[src/rtl/tier_pkg.sv]
package tier_pkg;
  localparam int NLVL = 3;
  localparam int LW   = 2;
  localparam logic [LW-1:0] LVL_NONE = 2'd3;

  typedef enum logic [1:0] {
    OP_RD   = 2'b00,
    OP_WR   = 2'b01,
    OP_RSV  = 2'b10,
    OP_DROP = 2'b11
  } op_e;

  typedef enum logic [1:0] {
    S_IDLE = 2'd0,
    S_RD   = 2'd1,
    S_WR   = 2'd2
  } st_e;
endpackage

[src/rtl/tier_port.sv]
module tier_port #(
  parameter int AW = 32,
  parameter int DW = 32,
  localparam int SW = DW / 8
) (
  input  logic          clk_i,
  input  logic          rst_ni,
  input  logic          start_i,
  input  logic          we_i,
  input  logic [AW-1:0] adr_i,
  input  logic [DW-1:0] dat_i,
  input  logic [SW-1:0] sel_i,
  output logic          wb_cyc_o,
  output logic          wb_stb_o,
  output logic          wb_we_o,
  output logic [AW-1:0] wb_adr_o,
  output logic [DW-1:0] wb_dat_o,
  output logic [SW-1:0] wb_sel_o,
  input  logic [DW-1:0] wb_dat_i,
  input  logic          wb_ack_i,
  input  logic          wb_err_i,
  output logic          busy_o,
  output logic          done_o,
  output logic          err_o,
  output logic [DW-1:0] rdata_o
);
  logic busy_q;

  always_ff @(posedge clk_i or negedge rst_ni) begin
    if (!rst_ni)                          busy_q <= 1'b0;
    else if (start_i)                     busy_q <= 1'b1;
    else if (busy_q && (wb_ack_i || wb_err_i)) busy_q <= 1'b0;
  end

  assign wb_cyc_o = busy_q;
  assign wb_stb_o = busy_q;
  assign wb_we_o  = busy_q & we_i;
  assign wb_adr_o = busy_q ? adr_i : '0;
  assign wb_dat_o = busy_q ? dat_i : '0;
  assign wb_sel_o = busy_q ? sel_i : '0;
  assign busy_o   = busy_q;
  assign done_o   = busy_q & (wb_ack_i | wb_err_i);
  assign err_o    = busy_q & wb_err_i;
  assign rdata_o  = wb_dat_i;

  AST_PORT_HOLD: assert property (@(posedge clk_i) disable iff (!rst_ni)
    (wb_cyc_o && !wb_ack_i && !wb_err_i) |=> (wb_cyc_o && wb_stb_o));
  AST_START_IDLE: assert property (@(posedge clk_i) disable iff (!rst_ni)
    start_i |-> !wb_cyc_o);

  always @(posedge clk_i) begin
    if (!rst_ni) AST_RST_QUIET: assert (!wb_cyc_o && !wb_stb_o);
  end
endmodule

[src/rtl/tier_rsv.sv]
module tier_rsv #(
  parameter int AW = 32
) (
  input  logic          clk_i,
  input  logic          rst_ni,
  input  logic          set_i,
  input  logic          drop_i,
  input  logic [AW-1:0] set_addr_i,
  input  logic          wr_done_i,
  input  logic [AW-1:0] wr_addr_i,
  output logic          valid_o,
  output logic [AW-1:0] addr_o
);
  logic          valid_q;
  logic [AW-1:0] addr_q;

  always_ff @(posedge clk_i or negedge rst_ni) begin
    if (!rst_ni) begin
      valid_q <= 1'b0;
      addr_q  <= '0;
    end else if (set_i) begin
      valid_q <= 1'b1;
      addr_q  <= set_addr_i;
    end else if (drop_i) begin
      valid_q <= 1'b0;
    end else if (wr_done_i && valid_q && (wr_addr_i == addr_q)) begin
      valid_q <= 1'b0;
    end
  end

  assign valid_o = valid_q;
  assign addr_o  = addr_q;

  AST_DROP_CLEARS: assert property (@(posedge clk_i) disable iff (!rst_ni)
    drop_i |=> !valid_o);
endmodule

[src/rtl/tier_fsm.sv]
module tier_fsm
  import tier_pkg::*;
#(
  parameter int AW = 32,
  parameter int DW = 32,
  localparam int SW = DW / 8
) (
  input  logic                     clk_i,
  input  logic                     rst_ni,
  input  logic                     req_valid_i,
  output logic                     req_ready_o,
  input  logic [1:0]               req_op_i,
  input  logic [AW-1:0]            req_addr_i,
  input  logic [DW-1:0]            req_wdata_i,
  input  logic [SW-1:0]            req_sel_i,
  output logic                     rsp_valid_o,
  output logic                     rsp_err_o,
  output logic [LW-1:0]            rsp_level_o,
  output logic [DW-1:0]            rsp_rdata_o,
  output logic [NLVL-1:0]          start_o,
  output logic                     lat_we_o,
  output logic [AW-1:0]            lat_adr_o,
  output logic [DW-1:0]            lat_dat_o,
  output logic [SW-1:0]            lat_sel_o,
  input  logic [NLVL-1:0]          port_busy_i,
  input  logic [NLVL-1:0]          port_done_i,
  input  logic [NLVL-1:0]          port_err_i,
  input  logic [NLVL-1:0][DW-1:0]  port_rdata_i,
  output logic                     rsv_set_o,
  output logic                     rsv_drop_o,
  output logic                     wr_done_o
);
  st_e           st_q;
  logic [LW-1:0] lvl_q;
  logic          werr_q;
  logic          accept;
  logic          all_fin;
  op_e           op;

  assign op          = op_e'(req_op_i);
  assign req_ready_o = (st_q == S_IDLE);
  assign accept      = req_valid_i && req_ready_o;
  assign all_fin     = ((port_busy_i & ~port_done_i) == '0);
  assign wr_done_o   = (st_q == S_WR) && all_fin;
  assign rsv_set_o   = accept && (op == OP_RSV);
  assign rsv_drop_o  = accept && (op == OP_DROP);

  always_comb begin
    start_o = '0;
    if (accept && op == OP_RD) start_o = NLVL'(1);
    if (accept && op == OP_WR) start_o = '1;
    if (st_q == S_RD && port_done_i[lvl_q] && port_err_i[lvl_q] && lvl_q != LW'(NLVL-1))
      start_o = NLVL'(1) << (lvl_q + LW'(1));
  end

  always_ff @(posedge clk_i or negedge rst_ni) begin
    if (!rst_ni) begin
      st_q        <= S_IDLE;
      lvl_q       <= '0;
      werr_q      <= 1'b0;
      lat_we_o    <= 1'b0;
      lat_adr_o   <= '0;
      lat_dat_o   <= '0;
      lat_sel_o   <= '0;
      rsp_valid_o <= 1'b0;
      rsp_err_o   <= 1'b0;
      rsp_level_o <= '0;
      rsp_rdata_o <= '0;
    end else begin
      rsp_valid_o <= 1'b0;
      unique case (st_q)
        S_IDLE: if (accept) begin
          lat_adr_o <= req_addr_i;
          lat_dat_o <= req_wdata_i;
          lat_sel_o <= req_sel_i;
          lat_we_o  <= (op == OP_WR);
          lvl_q     <= '0;
          werr_q    <= 1'b0;
          if (op == OP_RD)      st_q <= S_RD;
          else if (op == OP_WR) st_q <= S_WR;
          else begin
            rsp_valid_o <= 1'b1;
            rsp_err_o   <= 1'b0;
            rsp_level_o <= LVL_NONE;
            rsp_rdata_o <= '0;
          end
        end
        S_RD: if (port_done_i[lvl_q]) begin
          if (!port_err_i[lvl_q]) begin
            rsp_valid_o <= 1'b1;
            rsp_err_o   <= 1'b0;
            rsp_level_o <= lvl_q;
            rsp_rdata_o <= port_rdata_i[lvl_q];
            st_q        <= S_IDLE;
          end else if (lvl_q == LW'(NLVL-1)) begin
            rsp_valid_o <= 1'b1;
            rsp_err_o   <= 1'b1;
            rsp_level_o <= LVL_NONE;
            rsp_rdata_o <= '0;
            st_q        <= S_IDLE;
          end else begin
            lvl_q <= lvl_q + LW'(1);
          end
        end
        S_WR: begin
          werr_q <= werr_q | (|port_err_i);
          if (all_fin) begin
            rsp_valid_o <= 1'b1;
            rsp_err_o   <= werr_q | (|port_err_i);
            rsp_level_o <= '0;
            rsp_rdata_o <= '0;
            st_q        <= S_IDLE;
          end
        end
        default: st_q <= S_IDLE;
      endcase
    end
  end

  AST_RD_SINGLE: assert property (@(posedge clk_i) disable iff (!rst_ni)
    (st_q == S_RD) |-> ($countones(port_busy_i) <= 1));
  AST_FALLBACK_L1: assert property (@(posedge clk_i) disable iff (!rst_ni)
    ($rose(port_busy_i[1]) && !lat_we_o) |-> $past(port_err_i[0]));
  AST_FALLBACK_L2: assert property (@(posedge clk_i) disable iff (!rst_ni)
    ($rose(port_busy_i[2]) && !lat_we_o) |-> $past(port_err_i[1]));
  AST_WR_FANOUT: assert property (@(posedge clk_i) disable iff (!rst_ni)
    ($rose(port_busy_i[0]) && lat_we_o) |-> (&port_busy_i));
  AST_BUSY_NOT_READY: assert property (@(posedge clk_i) disable iff (!rst_ni)
    (|port_busy_i) |-> !req_ready_o);
endmodule

[src/rtl/tier_seq.sv]
module tier_seq
  import tier_pkg::*;
#(
  parameter int AW = 32,
  parameter int DW = 32,
  localparam int SW = DW / 8
) (
  input  logic                    clk_i,
  input  logic                    rst_ni,
  input  logic                    req_valid_i,
  output logic                    req_ready_o,
  input  logic [1:0]              req_op_i,
  input  logic [AW-1:0]           req_addr_i,
  input  logic [DW-1:0]           req_wdata_i,
  input  logic [SW-1:0]           req_sel_i,
  output logic                    rsp_valid_o,
  output logic                    rsp_err_o,
  output logic [1:0]              rsp_level_o,
  output logic [DW-1:0]           rsp_rdata_o,
  output logic                    rsv_valid_o,
  output logic [AW-1:0]           rsv_addr_o,
  output logic [2:0]              wb_cyc_o,
  output logic [2:0]              wb_stb_o,
  output logic [2:0]              wb_we_o,
  output logic [2:0][AW-1:0]      wb_adr_o,
  output logic [2:0][DW-1:0]      wb_dat_o,
  output logic [2:0][SW-1:0]      wb_sel_o,
  input  logic [2:0][DW-1:0]      wb_dat_i,
  input  logic [2:0]              wb_ack_i,
  input  logic [2:0]              wb_err_i
);
  logic [NLVL-1:0]         start;
  logic [NLVL-1:0]         p_busy, p_done, p_err;
  logic [NLVL-1:0][DW-1:0] p_rdata;
  logic                    lat_we;
  logic [AW-1:0]           lat_adr;
  logic [DW-1:0]           lat_dat;
  logic [SW-1:0]           lat_sel;
  logic                    rsv_set, rsv_drop, wr_done;

  tier_fsm #(.AW(AW), .DW(DW)) u_fsm (
    .clk_i, .rst_ni,
    .req_valid_i, .req_ready_o, .req_op_i, .req_addr_i, .req_wdata_i, .req_sel_i,
    .rsp_valid_o, .rsp_err_o, .rsp_level_o, .rsp_rdata_o,
    .start_o(start), .lat_we_o(lat_we), .lat_adr_o(lat_adr),
    .lat_dat_o(lat_dat), .lat_sel_o(lat_sel),
    .port_busy_i(p_busy), .port_done_i(p_done), .port_err_i(p_err),
    .port_rdata_i(p_rdata),
    .rsv_set_o(rsv_set), .rsv_drop_o(rsv_drop), .wr_done_o(wr_done)
  );

  for (genvar g = 0; g < NLVL; g++) begin : g_lvl
    tier_port #(.AW(AW), .DW(DW)) u_port (
      .clk_i, .rst_ni,
      .start_i(start[g]), .we_i(lat_we), .adr_i(lat_adr), .dat_i(lat_dat), .sel_i(lat_sel),
      .wb_cyc_o(wb_cyc_o[g]), .wb_stb_o(wb_stb_o[g]), .wb_we_o(wb_we_o[g]),
      .wb_adr_o(wb_adr_o[g]), .wb_dat_o(wb_dat_o[g]), .wb_sel_o(wb_sel_o[g]),
      .wb_dat_i(wb_dat_i[g]), .wb_ack_i(wb_ack_i[g]), .wb_err_i(wb_err_i[g]),
      .busy_o(p_busy[g]), .done_o(p_done[g]), .err_o(p_err[g]), .rdata_o(p_rdata[g])
    );
  end

  tier_rsv #(.AW(AW)) u_rsv (
    .clk_i, .rst_ni,
    .set_i(rsv_set), .drop_i(rsv_drop), .set_addr_i(req_addr_i),
    .wr_done_i(wr_done), .wr_addr_i(lat_adr),
    .valid_o(rsv_valid_o), .addr_o(rsv_addr_o)
  );
endmodule

[config.mk]
export PLATFORM = sky130hd
export DESIGN_NAME = tier_seq
export DESIGN_NICKNAME = d
export VERILOG_FILES = /design/src/rtl/tier_pkg.sv /design/src/rtl/tier_port.sv /design/src/rtl/tier_rsv.sv /design/src/rtl/tier_fsm.sv /design/src/rtl/tier_seq.sv
export SDC_FILE = /design/constraint.sdc
export NUM_CORES = 1
export LEC_CHECK = 0
export BUFFER_PORTS_ARGS = -buffer_cell sky130_fd_sc_hd__buf_2
export CORE_AREA = 2 2 180 182
export DETAILED_ROUTE_END_ITERATION = 6
export DIE_AREA = 0 0 182 184
export SKIP_LAST_GASP = 1
export SYNTH_ARGS = -nofsm -noshare
export SYNTH_HDL_FRONTEND = slang
export SYNTH_SLANG_ARGS = --single-unit
export TNS_END_PERCENT = 30
[constraint.sdc]
create_clock -name clk_i -period 4.6 [get_ports clk_i]
set_input_delay 0.69 -clock clk_i [delete_from_list [all_inputs] [get_ports clk_i]]
set_output_delay 0.69 -clock clk_i [all_outputs]
set_load 0.005 [all_outputs]
# == Word-level counts from Yosys, hierarchy flattened ==
# Cells that the tools add are included.
# totals
mem_count,0
latchBits,0
mem_bits_rw,0
output_inout_bits,283
wordCells,157
rom_bits,0
register_bits,146
# op_classes
shift,1
magnitude_cmp,1
bitwise,15
eq_ne,17
multipliers,0
div_mod_pow,0
mux,73
add_sub_neg,1
reduce_logical,33
# op_table
op,n
$mux W32,14
$pmux W32 S3,1
$bmux W32 S2,1
$mux W2,17
$eq A32 B32 Y1,1
$mux W1,27
$logic_and A1 B1 Y1,14
$ne A2 B2 Y1 const B,7
$mux W4,3
$pmux W2 S3,2
$reduce_and A5 Y1,2
$reduce_bool A2 Y1,5
$and A1 B1 Y1,9
$eq A2 B2 Y1 const B,4
$reduce_and A7 Y1,1
$mux W3,2
$ne A3 B3 Y1 const B,2
$pmux W1 S3,2
$reduce_bool A3 Y1,2
$bmux W1 S2,2
$eq A2 B1 Y1 const B,2
$logic_not A2 Y1,2
$or A1 B1 Y1,4
$pmux W2 S2,1
other kinds (11),14

# == Logic depth before layout (Yosys ltp) ==
# Gate-level depths: netlist (run 1).
# logic_depth
word_depth,11
mapped_depth,9
mapped_depth_nobuf,7

# == By module ==
# Synthesis (run 1) repeated with hierarchy kept, for this count alone.
# unflattened
hier_cells,916
area_unflattened_um2,9451.6
# by_module_without_submodules
mod,n_inst,area_each_um2,seq_area_each_um2,cells_per_inst
tier_fsm,1,5554.1,2752.6,456
tier_port,3,770.7,25.0,115
tier_rsv,1,1585.3,825.8,115

# == Worst setup path before layout (run 1) ==
# Ideal clock, no wire load.
# synth_path
path_type,flip-flop to flip-flop
start,register u_fsm.st_q[1]
end,register u_fsm.rsp_level_o[1]
stages_incl_launch_ff,10
t_arrival_ns,2.033
required_time_ns,4.475
setup_slack_ns,2.442
synth_period_minus_slack_ns,2.158
setup_time_ns,0.125
cell_sequence,dfrtp_1 inv_1 ha_1 clkbuf_1 inv_1 a311oi_4 a211oi_4 nand3_4 buf_12 mux2_4
# synth_via
elab_chain_cells,4
word_cells_on_any_way,13
cone_classes,8 x eq/ne; 1 x mux; 4 x reduce/logical
# synth_lines
element,line,source
"start, declared",tier_fsm.sv:33,st_e st_q;
"start signal, assigned",tier_fsm.sv:58,st_q <= S_IDLE;
"start signal, assigned",tier_fsm.sv:79,if (op == OP_RD) st_q <= S_RD;
"start signal, assigned",tier_fsm.sv:80,else if (op == OP_WR) st_q <= S_WR;
$logic_not A2 Y1,"tier_fsm.sv:41, tier_fsm.sv:71",
$logic_and A1 B1 Y1,tier_fsm.sv:42,assign accept = req_valid_i && req_ready_o;
$ne A2 B2 Y1 (no line),n/a,
$reduce_and A7 Y1 (no line),n/a,
"end signal, assigned",tier_fsm.sv:92,rsp_level_o <= lvl_q;
"end, declared",tier_fsm.sv:18,"output logic [LW-1:0] rsp_level_o,"
# Parallel ways exist; a longest one is shown, timed or not.
# A chain may end at the register's enable or synchronous reset.

# == Worst setup path after layout (run 1) ==
# layout_path
start,register u_fsm.lvl_q[0]
end,register u_fsm.rsp_rdata_o[6]
# layout_via
elab_chain_cells,5
word_cells_on_any_way,13
cone_classes,3 x eq/ne; 9 x mux; 1 x reduce/logical
# layout_lines
element,line,source
"start, declared",tier_fsm.sv:34,logic [LW-1:0] lvl_q;
"start signal, assigned",tier_fsm.sv:102,lvl_q <= lvl_q + LW'(1);
$bmux W32 S2 / $bmux W1 S2 (equally long branches),"tier_fsm.sv:93, tier_fsm.sv:89",
$mux W32 (not written as such) / $mux W1 (equally long branches),"tier_fsm.sv:93, tier_fsm.sv:89",
$mux W32,tier_fsm.sv:89,if (!port_err_i[lvl_q]) begin
$mux W32,tier_fsm.sv:88,S_RD: if (port_done_i[lvl_q]) begin
$pmux W32 S3,tier_fsm.sv:71,unique case (st_q)
"end signal, assigned",tier_fsm.sv:93,rsp_rdata_o <= port_rdata_i[lvl_q];
"end, declared",tier_fsm.sv:19,"output logic [DW-1:0] rsp_rdata_o,"
# Parallel ways exist; a longest one is shown, timed or not. The select of a mux whose other input is x is not followed.

==> results.sh, run 1 <==
export IMPL_cts_setup_buffers=0
export IMPL_switching_share=0.3874
export IMPL_drt_iter0_drc=310
export IMPL_synth_distinct_cells=44
export IMPL_hold_path_class="in2async"
export IMPL_grt_usage=0.1692
export IMPL_power_frac_comb=0.406
export IMPL_p_per_area_nw_per_um2=572.4
export IMPL_clock_sinks=146
export IMPL_seq_area_frac_synth=0.4239
export IMPL_ys_ff_latch=146
export IMPL_die_h_um=184
export IMPL_cts_buffers=17
export IMPL_initial_core_util=0.2745
export IMPL_grt_pass1_vias=7642
export IMPL_yosysWarnings=0
export IMPL_clkLatencyLatePin_ps=420
export IMPL_rsz0062_at_grt="false"
export IMPL_p_int_uw=4119
export IMPL_grt_max_degree=73
export IMPL_drv_slew=0
export IMPL_startpoint_type="register"
export IMPL_power_switching_uw=2605
export IMPL_synthCells=879
export IMPL_n_fill_cell=3244
export IMPL_port_buffers=457
export IMPL_crit_slowest_cell="nand3_4"
export IMPL_setup_viol=0
export IMPL_place_gp_congestion=0.8374
export IMPL_fp_dieArea_um2=33490
export IMPL_wl_per_cell_um=17.11
export IMPL_die_w_um=182
export IMPL_p_leak_uw=0.006337
export IMPL_cts_hold_buf=0
export IMPL_cp_arrival_ps=3140
export IMPL_clockBufferDepth=2
export IMPL_dp_hpwl_um=21760
export IMPL_syn2layout_area_growth_pct=36.28
export IMPL_drc_errors=0
export IMPL_status="finished, final reports clean"
export IMPL_p_clk_frac=0.213
export IMPL_h_tree_depth=4
export IMPL_overflow=0
export IMPL_vias=7787
export IMPL_grt_pass1_wl_um=43990
export IMPL_tightest_slew_ps=1153
export IMPL_cp_end_kind="register"
export IMPL_via_per_inst=4.546
export IMPL_fin_crit_ps=2842
export IMPL_relSlewSlack=0.2298
export IMPL_setup_tns_ps=0
export IMPL_clock_tree_root_cell="clkbuf_16"
export IMPL_row_count=65
export IMPL_antenna_found_initial=2
export IMPL_first_pass_iters=4
export IMPL_cpPeakStageDelay_ps=570
export IMPL_syn_area_um2=8618
export IMPL_fmax_mhz=351.8
export IMPL_final_antenna_net_count=0
export IMPL_ios=458
export IMPL_cts_tree="yes"
export IMPL_hold_viol=0
export IMPL_core_area_um2=31390
export IMPL_fin_skew_ps=12.95
export IMPL_layout_drive_gt1_share=0.4691
export IMPL_max_cap_viol_count=0
export IMPL_crit_fanout=35
export IMPL_period_share=0.6179
export IMPL_fin_area_um2=11750
export IMPL_finalNetCount=1481
export IMPL_syn_nets=1062
export IMPL_cts_clk_slew_worst_paths_ps=70
export IMPL_cts_resized=0
export IMPL_wl_um=29300
export IMPL_power_uw=6723
export IMPL_cp_cell_sequence="buf_4 -> o211a_1 -> a31oi_1 -> o211ai_2 -> nand3_4 -> mux2_4"
export IMPL_placed_cell_area_um2=11140
export IMPL_n_antenna_cell=0
export IMPL_ir_drop_mv=0.2316
export IMPL_path_class="reg2reg"
export IMPL_p_seq_frac=0.381
export IMPL_crit_required_ps=4900
export IMPL_postSynthAreaPerCell_um2=9.805
==> worst paths after layout <==
check / start / end / slack [ps] / cells after the start
worst min register to register: u_fsm.rsp_rdata_o[15] / u_fsm.rsp_rdata_o[15] / 510 / 1
max in group asynchronous: rst_ni / u_fsm.rsp_rdata_o[31] / 3220 / 2
min in group clk_i: req_addr_i[16] / u_rsv.addr_o[16] / 470 / 3
worst min-delay path: rst_ni / u_fsm.lat_dat_o[0] / 290 / 1
worst max-delay path: u_fsm.lvl_q[0] / u_fsm.rsp_rdata_o[6] / 1760 / 6
worst max register to register: u_fsm.lvl_q[0] / u_fsm.rsp_rdata_o[6] / 1760 / 6
==> state kept, by name, indices dropped and copies added (netlist names), 2 cells and up <==
| register | flops |
|---|---|
| u_fsm.lat_adr_o | 32 |
| u_fsm.lat_dat_o | 32 |
| u_fsm.rsp_rdata_o | 32 |
| u_rsv.addr_o | 32 |
| u_fsm.lat_sel_o | 4 |
| g_lvl.u_port.busy_o | 3 |
| u_fsm.lvl_q | 2 |
| u_fsm.rsp_level_o | 2 |
| u_fsm.st_q | 2 |
==> cells in the mapped netlist (all sizes together) <==
master | instances | area, um^2
o2bb2ai | 3 | 26.28
mux2i | 35 | 350.3
a21oi | 38 | 190.2
a311oi | 1 | 26.28
a22oi | 1 | 7.510
a31oi | 3 | 18.77
o2111ai | 1 | 8.760
o21ai | 7 | 35.03
nand2 | 106 | 397.9
xnor2 | 16 | 140.1
and2 | 207 | 1295
nand3b | 1 | 7.510
and3 | 1 | 6.260
xor2 | 16 | 140.1
nand4 | 5 | 31.28
o211a | 1 | 10.01
inv | 10 | 37.54
ha | 8 | 100.1
nor2b | 1 | 6.260
mux2 | 101 | 1242
o22ai | 2 | 12.51
a211oi | 1 | 20.02
o311ai | 1 | 8.760
nor4 | 5 | 31.28
nor3 | 2 | 10.01
nand4b | 2 | 17.52
o211ai | 1 | 12.51
nor2 | 73 | 274.0
or2 | 2 | 12.51
nand3 | 8 | 57.56
clkbuf | 45 | 168.9
dfrtp | 146 | 3654
buf | 21 | 191.4
nand4bb | 1 | 11.26
or3b | 3 | 26.28
a32oi | 3 | 26.28
or3 | 1 | 6.260
==> critical path: cells and delay by family (launching register included) <==
family | cells | cell delay, ps
AOI/OAI and AO/OA | 3 | 610
buffers and inverters | 1 | 500
DFF | 1 | 480
muxes | 1 | 510
and+or+nand+nor | 1 | 570
==> power by group through the flow <==
stage | combinational, uW | sequential (uW) | clock (uW)
floorplan | 1770 | 2350 | 0
global placement | 2750 | 2560 | 0
detailed placement | 2790 | 2590 | 0
CTS | 2800 | 2570 | 1490
global route | 3010 | 2670 | 1540
finish | 2730 | 2560 | 1430
==> layout make-up <==
class | count | area, um^2 | share of cell area
Inverter | 10 | 37.54 | 0.003196
Tap cell | 402 | 503.0 | 0.04283
Sequential cell | 146 | 3659 | 0.3115
Multi-Input combinational cell | 657 | 4584 | 0.3903
Clock buffer | 18 | 439.2 | 0.03739
Clock inverter | 14 | 161.4 | 0.01374
Timing Repair Buffer | 466 | 2361 | 0.2010
==> per-stage QoR <==
stage | cells | hold slack, ps | setup slack (ps) | utilization
after floorplan | 879 | 394.4 | 2442 | -
after global placement | 1681 | 486.8 | 1860 | 0.3550
after detailed placement | 1681 | 486.0 | 1774 | 0.3550
after CTS | 1713 | 309.6 | 1747 | 0.3741
after global routing | 1713 | 336.1 | 1591 | 0.3741
final | 1713 | 290.2 | 1758 | 0.3741
==> layer usage <==
metal	global-route usage	part of all wire	vias up
li1	-	-	3697
met1	0.2014	0.41	3752
met2	0.3076	0.51	314
met3	0.03823	0.065	22
met4	0.04323	0.013	2
met5	0	0.00044	-
==> cells by family after synthesis <==
group / Yosys count / synth area share
AOI/OAI and AO/OA: 63 / 0.04675
xor gates and xnor gates: 32 / 0.03252
adders and majority gates: 8 / 0.01161
buffers and inverters: 76 / 0.04617
DFF: 146 / 0.4239
muxes: 136 / 0.1848
and+or+nand+nor: 418 / 0.2542
==> layout by cell type (no fill, tap or decap), drive strengths merged, types with 2 or more instances in the layout <==
cell	count
mux2i	35
nand3	8
ha	8
xnor2	16
o21ai	7
nor4	5
o22ai	2
and2	207
clkinvlp	2
xor2	16
nand4	5
nand4b	2
nand2	106
or3b	3
clkinv	2
nor2	73
or2	2
inv	19
buf	466
o2bb2ai	3
mux2	101
nor3	2
dfrtp	146
clkbuf	18
a32oi	3
a21oi	38
a31oi	3
No activity file was read; power rests on OpenSTA's default activity.
==> run 2: changes to the inputs <==
--- a/config.mk
+++ b/config.mk
@@ -6,9 +6,9 @@
 export NUM_CORES = 1
 export LEC_CHECK = 0
 export BUFFER_PORTS_ARGS = -buffer_cell sky130_fd_sc_hd__buf_2
-export CORE_AREA = 2 2 180 182
+export CORE_AREA = 2 2 177 179
 export DETAILED_ROUTE_END_ITERATION = 6
-export DIE_AREA = 0 0 182 184
+export DIE_AREA = 0 0 179 181
 export SKIP_LAST_GASP = 1
 export SYNTH_ARGS = -nofsm -noshare
 export SYNTH_HDL_FRONTEND = slang
==> constraint.sdc (replaced) <==
create_clock -name clk_i -period 2.83 [get_ports clk_i]
set_input_delay 0.4245 -clock clk_i [delete_from_list [all_inputs] [get_ports clk_i]]
set_output_delay 0.4245 -clock clk_i [all_outputs]
set_load 0.005 [all_outputs]
==> run 2 against run 1 <==
Compared with the run above:
- maximum frequency is 13% higher
- register-to-register slack got worse by 1400 ps
- die area decreased by 3.3%
- combinational power up 65%
- critical path depth increased by 2
- first-iteration DRC count is 7.1% higher
- via count fell by 0.48%
- final area grew 0.62%
- count of clock-buffer cells in the layout down 1
- worst setup slack got worse by 1400 ps
- flip-flop and latch count unchanged
- clock power rose by 60%
- critical path type unchanged
- critical endpoint is now u_fsm.rsp_level_o[1]
- largest power group unchanged
- highest routed layer is now met4
==> results.sh, run 2 (same netlist as run 1, synthesis figures left out) <==
export IMPL_core_area_um2=30350
export IMPL_grt_usage=0.1723
export IMPL_power_switching_uw=4214
export IMPL_wl_per_cell_um=16.80
export IMPL_clock_tree_root_cell="clkbuf_16"
export IMPL_setup_viol=0
export IMPL_r2r_end="u_fsm.rsp_level_o[1]"
export IMPL_p_clk_frac=0.209
export IMPL_cts_setup_buffers=0
export IMPL_switching_share=0.3855
export IMPL_clock_sinks=146
export IMPL_power_uw=10930
export IMPL_status="finished, final reports clean"
export IMPL_final_common_cell="buf_2"
export IMPL_cts_tree="yes"
export IMPL_cts_buffers=17
export IMPL_place_gp_congestion=0.8622
export IMPL_h_tree_depth=4
export IMPL_vias=7750
export IMPL_crit_required_ps=3130
export IMPL_drv_slew=0
export IMPL_r2r_slack_ps=310
export IMPL_ir_drop_mv=0.3669
export IMPL_grt_pass1_wl_um=43080
export IMPL_cp_arrival_ps=2810
export IMPL_rsz0062_at_grt="false"
export IMPL_final_antenna_net_count=0
export IMPL_antenna_found_initial=1
export IMPL_ff2ff_path_depth=8
export IMPL_whs_path_depth=3
export IMPL_grt_pass1_vias=7566
export IMPL_tightest_slew_ps=752.2
export IMPL_cp_end_kind="register"
export IMPL_relSlewSlack=0.4985
export IMPL_ios=458
export IMPL_p_per_area_nw_per_um2=925.2
export IMPL_clkLatencyLatePin_ps=420
export IMPL_via_per_inst=4.522
export IMPL_n_fill_cell=3108
export IMPL_startpoint_type="register"
export IMPL_cts_clk_slew_worst_paths_ps=80
export IMPL_hp_start="req_addr_i[31]"
export IMPL_final_cell_mix="buf_2, and2_1, dfrtp_1"
export IMPL_layout_drive_gt1_share=0.4712
export IMPL_die_w_um=179
export IMPL_p_int_uw=6719
export IMPL_cts_resized=0
export IMPL_max_cap_viol_count=0
export IMPL_p_seq_frac=0.379
export IMPL_row_count=64
export IMPL_fmax_mhz=397.0
export IMPL_setup_tns_ps=0
export IMPL_wl_um=28800
export IMPL_port_buffers=457
export IMPL_drt_iter0_drc=332
export IMPL_drc_errors=0
export IMPL_grt_max_degree=78
export IMPL_clockBufferDepth=2
export IMPL_overflow=0
export IMPL_fin_skew_ps=13.96
export IMPL_power_frac_comb=0.412
export IMPL_min_to="u_rsv.addr_o[31]"
export IMPL_n_antenna_cell=0
export IMPL_fp_dieArea_um2=32400
export IMPL_first_pass_iters=4
export IMPL_syn2layout_area_growth_pct=37.12
export IMPL_path_class="reg2reg"
export IMPL_initial_core_util=0.2840
export IMPL_hold_viol=0
export IMPL_finalNetCount=1488
export IMPL_dp_hpwl_um=21780
export IMPL_regToRegStartpoint="u_fsm.st_q[1]"
export IMPL_die_h_um=181
export IMPL_fin_crit_ps=2519
export IMPL_hold_path_class="in2reg"
export IMPL_crit_fanout=16
export IMPL_p_leak_uw=0.006382
export IMPL_period_share=0.8900
-- run 2: cell count changes in the layout (fill, tap and decap cells not counted), sizes merged --
cell         change
dlygate4sd3      +1
clkbuf           -1
clkinv           +2
clkinvlp         -1
buf              +6
-- run 2: metal layers --
| layer | routed length [um] | vias to the layer above | track usage |
|---|---|---|---|
| met5 | 0 | - | 0 |
| li1 | - | 3727 | - |
| met1 | 11990 | 3699 | 0.2100 |
| met4 | 391 | 0 | 0.04293 |
| met2 | 14380 | 301 | 0.3020 |
| met3 | 2033 | 23 | 0.04188 |
-- run 2: worst max path at each step --
stage | from | to | slack [ps]
6_report | u_fsm.st_q[1] | u_fsm.rsp_level_o[1] | 310
3_5_place_dp | u_fsm.lvl_q[1] | u_fsm.rsp_rdata_o[24] | 310
3_3_place_gp | u_fsm.st_q[1] | u_fsm.rsp_rdata_o[29] | 390
5_1_grt | u_fsm.st_q[1] | u_fsm.rsp_level_o[1] | 160
2_1_floorplan | u_fsm.st_q[1] | u_fsm.rsp_level_o[1] | 670
4_1_cts | u_fsm.st_q[1] | u_fsm.rsp_level_o[1] | 320
-- run 2: metrics by stage --
stage / utilization / std cells / area, um^2 / setup WS (ps) / hold WS (ps)
after floorplan: - / 879 / 8618 / 671.7 / 128.9
after global placement: 0.3697 / 1681 / 11220 / 386.1 / 344.8
after detailed placement: 0.3697 / 1681 / 11220 / 307.1 / 341.8
after CTS: 0.3894 / 1714 / 11820 / 319.8 / 184.4
after global routing: 0.3894 / 1714 / 11820 / 164.5 / 187.7
final: 0.3894 / 1714 / 11820 / 311.2 / 207.3
-- run 2: area by class of cell --
type / instances / area, um^2 / share of cell area
clock buffer: 17 / 425.4 / 0.03600
clock inverter: 15 / 162.7 / 0.01376
inverter: 10 / 37.54 / 0.003176
multi-input combinational: 657 / 4584 / 0.3879
sequential: 146 / 3659 / 0.3096
tap: 396 / 495.5 / 0.04193
timing repair buffer: 473 / 2454 / 0.2076
-- run 2: power by group through the flow --
stage | logic, uW | registers, uW | clock network, uW
finish | 4500 | 4140 | 2290
global placement | 4530 | 4120 | 0
CTS | 4590 | 4150 | 2370
detailed placement | 4580 | 4180 | 0
floorplan | 2880 | 3820 | 0
global route | 4960 | 4310 | 2460
-- run 2: timing repair --
| action | CTS | global route |
|---|---|---|
| setup endpoints to repair | 0 | 0 |
| hold buffers | 1 | 0 |
| hold endpoints to repair | 33 | 0 |
-- run 2: critical path, stage by stage (launching register included) --
cell      delay [ps]
dfrtp_1          430
inv_1            100
ha_1             310
inv_1            200
a311oi_4         390
a211oi_4         100
nand3_4          290
buf_4            270
mux2_4           310
==> run 3: changes to the inputs <==
--- a/config.mk
+++ b/config.mk
@@ -9,7 +9,9 @@
 export CORE_AREA = 2 2 177 179
 export DETAILED_ROUTE_END_ITERATION = 6
 export DIE_AREA = 0 0 179 181
+export PLACE_DENSITY = 0.61
 export SKIP_LAST_GASP = 1
+export SLEW_MARGIN = 15
 export SYNTH_ARGS = -nofsm -noshare
 export SYNTH_HDL_FRONTEND = slang
 export SYNTH_SLANG_ARGS = --single-unit
==> run 3 against run 2 <==
Compared with the run above:
- clock skew grew 1.4 ps
- first-iteration DRC count grew 2.1%
- sequential power shrank 1%
- hold slack lost 5.6 ps
- sequential share of layout area shrank 0.078 points
- register-to-register slack lost 60 ps
- critical path type unchanged
- critical endpoint is now u_fsm.rsp_rdata_o[3]
- largest power group unchanged
==> results.sh, run 3 (same netlist as run 1, synthesis figures left out) <==
export IMPL_first_pass_iters=4
export IMPL_crit_required_ps=3130
export IMPL_antenna_found_initial=1
export IMPL_n_antenna_cell=0
export IMPL_place_ws_ps=274.4
export IMPL_syn2layout_area_growth_pct=37.47
export IMPL_grt_pass1_wl_um=43000
export IMPL_die_w_um=179
export IMPL_status="finished, final reports clean"
export IMPL_core_area_um2=30350
export IMPL_tightest_slew_ps=806.8
export IMPL_regToRegStartpoint="u_fsm.st_q[1]"
export IMPL_cts_tree="yes"
export IMPL_setup_tns_ps=0
export IMPL_power_frac_comb=0.415
export IMPL_vias=7770
export IMPL_final_common_cell="buf_2"
export IMPL_fp_dieArea_um2=32400
export IMPL_drc_errors=0
export IMPL_dp_hpwl_um=21930
export IMPL_p_leak_uw=0.006396
export IMPL_path_class="reg2reg"
export IMPL_initial_core_util=0.2840
export IMPL_finalNetCount=1489
export IMPL_die_h_um=181
export IMPL_ios=458
export IMPL_switching_share=0.3793
export IMPL_p_clk_frac=0.211
export IMPL_crit_fanout=22
export IMPL_period_share=0.9121
export IMPL_fin_crit_ps=2581
export IMPL_drv_slew=0
export IMPL_ir_drop_mv=0.4308
export IMPL_wl_um=28680
export IMPL_place_gp_congestion=0.8343
export IMPL_port_buffers=457
export IMPL_cp_arrival_ps=2880
export IMPL_r2r_end="u_fsm.rsp_rdata_o[3]"
export IMPL_final_cell_mix="buf_2, and2_1, dfrtp_1"
export IMPL_timing_hold_ws_ps=201.7
export IMPL_p_seq_frac=0.374
export IMPL_clkLatencyLatePin_ps=430
export IMPL_clock_tree_root_cell="clkbuf_16"
export IMPL_cp_end_kind="register"
export IMPL_post_route_util=0.3904
export IMPL_relSlewSlack=0.4621
export IMPL_hold_viol=0
export IMPL_max_cap_viol_count=0
export IMPL_row_count=64
export IMPL_setup_viol=0
export IMPL_layout_drive_gt1_share=0.4712
export IMPL_ff2ff_path_depth=8
export IMPL_final_cells=1714
export IMPL_cts_buffers=17
export IMPL_startpoint_type="register"
export IMPL_clockBufferDepth=2
export IMPL_h_tree_depth=4
export IMPL_grt_max_degree=75
export IMPL_grt_usage=0.1727
export IMPL_clock_sinks=146
export IMPL_p_per_area_nw_per_um2=924.7
export IMPL_setup_ws_ps=248.8
export IMPL_cts_clk_slew_worst_paths_ps=70
export IMPL_wl_per_cell_um=16.73
export IMPL_fmax_mhz=387.4
export IMPL_drt_iter0_drc=339
export IMPL_final_antenna_net_count=0
export IMPL_whs_path_depth=3
export IMPL_overflow=0
export IMPL_r2r_slack_ps=250
export IMPL_n_fill_cell=3151
export IMPL_placed_cells=1682
export IMPL_via_per_inst=4.533
export IMPL_hold_path_class="in2reg"
export IMPL_min_to="u_rsv.addr_o[14]"
export IMPL_fin_skew_ps=15.34
export IMPL_hp_start="req_addr_i[14]"
export IMPL_power_switching_uw=4155
export IMPL_grt_pass1_vias=7498
export IMPL_p_int_uw=6801
export IMPL_rsz0062_at_grt="false"
run 3: cell count changes in the layout (fill, tap and decap cells not counted):
| cell | before | now |
|---|---|---|
| inv_6 | 6 | 4 |
| clkinv_4 | 2 | 3 |
| inv_8 | 3 | 2 |
| bufinv_16 | 1 | 2 |
| buf_12 | 3 | 4 |
run 3: worst max-delay path by stage:
| stage | end | start | slack, ps | cells past startpoint |
|---|---|---|---|---|
| after global placement | u_fsm.rsp_rdata_o[3] | u_fsm.st_q[1] | 340 | 8 |
| after CTS | u_fsm.rsp_rdata_o[3] | u_fsm.st_q[1] | 250 | 8 |
| final | u_fsm.rsp_rdata_o[3] | u_fsm.st_q[1] | 250 | 8 |
| after detailed placement | u_fsm.rsp_rdata_o[3] | u_fsm.st_q[1] | 270 | 8 |
| after global routing | u_fsm.rsp_rdata_o[1] | u_fsm.st_q[1] | 70 | 8 |
| after floorplan | u_fsm.rsp_level_o[1] | u_fsm.st_q[1] | 670 | 9 |
run 3: per-stage QoR:
stage / instance area, um^2 / power (uW)
finish: 11850 / 10960
global placement: 11240 / 8651
floorplan: 8618 / 6698
CTS: 11850 / 11150
global route: 11850 / 11780
detailed placement: 11240 / 8768
run 3: area by class of cell:
type,instances,area (um^2),area share
multi-input combinational,657,4584,0.3869
sequential,146,3659,0.3088
timing repair buffer,474,2474,0.2088
tap,396,495.5,0.04182
clock buffer,17,425.4,0.03591
clock inverter,14,172.7,0.01457
inverter,10,37.54,0.003168
run 3: critical path, cell delays in order (launching register included):
cell,delay (ps)
dfrtp_1,430
inv_1,100
ha_1,330
inv_1,210
a311oi_4,400
a211oi_4,100
nand3_4,290
buf_12,250
mux2_2,350
run 3: power by group through the flow:
stage	Sequential [uW]	Clock, uW	Combinational [uW]
2_1_floorplan	3820	0	2880
3_3_place_gp	4090	0	4560
3_5_place_dp	4140	0	4630
4_1_cts	4110	2390	4640
5_1_grt	4290	2490	5000
6_report	4100	2310	4540
run 3: layer usage:
| layer | vias up | track usage | part of all wire | routed length, um |
|---|---|---|---|---|
| met3 | 29 | 0.03851 | 0.063 | 1804 |
| met2 | 307 | 0.3034 | 0.50 | 14400 |
| met4 | 2 | 0.04455 | 0.015 | 424 |
| met5 | - | 0 | 0.00042 | 12 |
| li1 | 3724 | - | - | - |
| met1 | 3708 | 0.2115 | 0.42 | 12040 |
run 3: what timing repair did:
item | 4_1_cts | 5_1_grt
gates resized for setup | 0 | 0
hold buffers | 1 | 0
buffers inserted | 0 | 0
hold endpoints to repair | 35 | 0
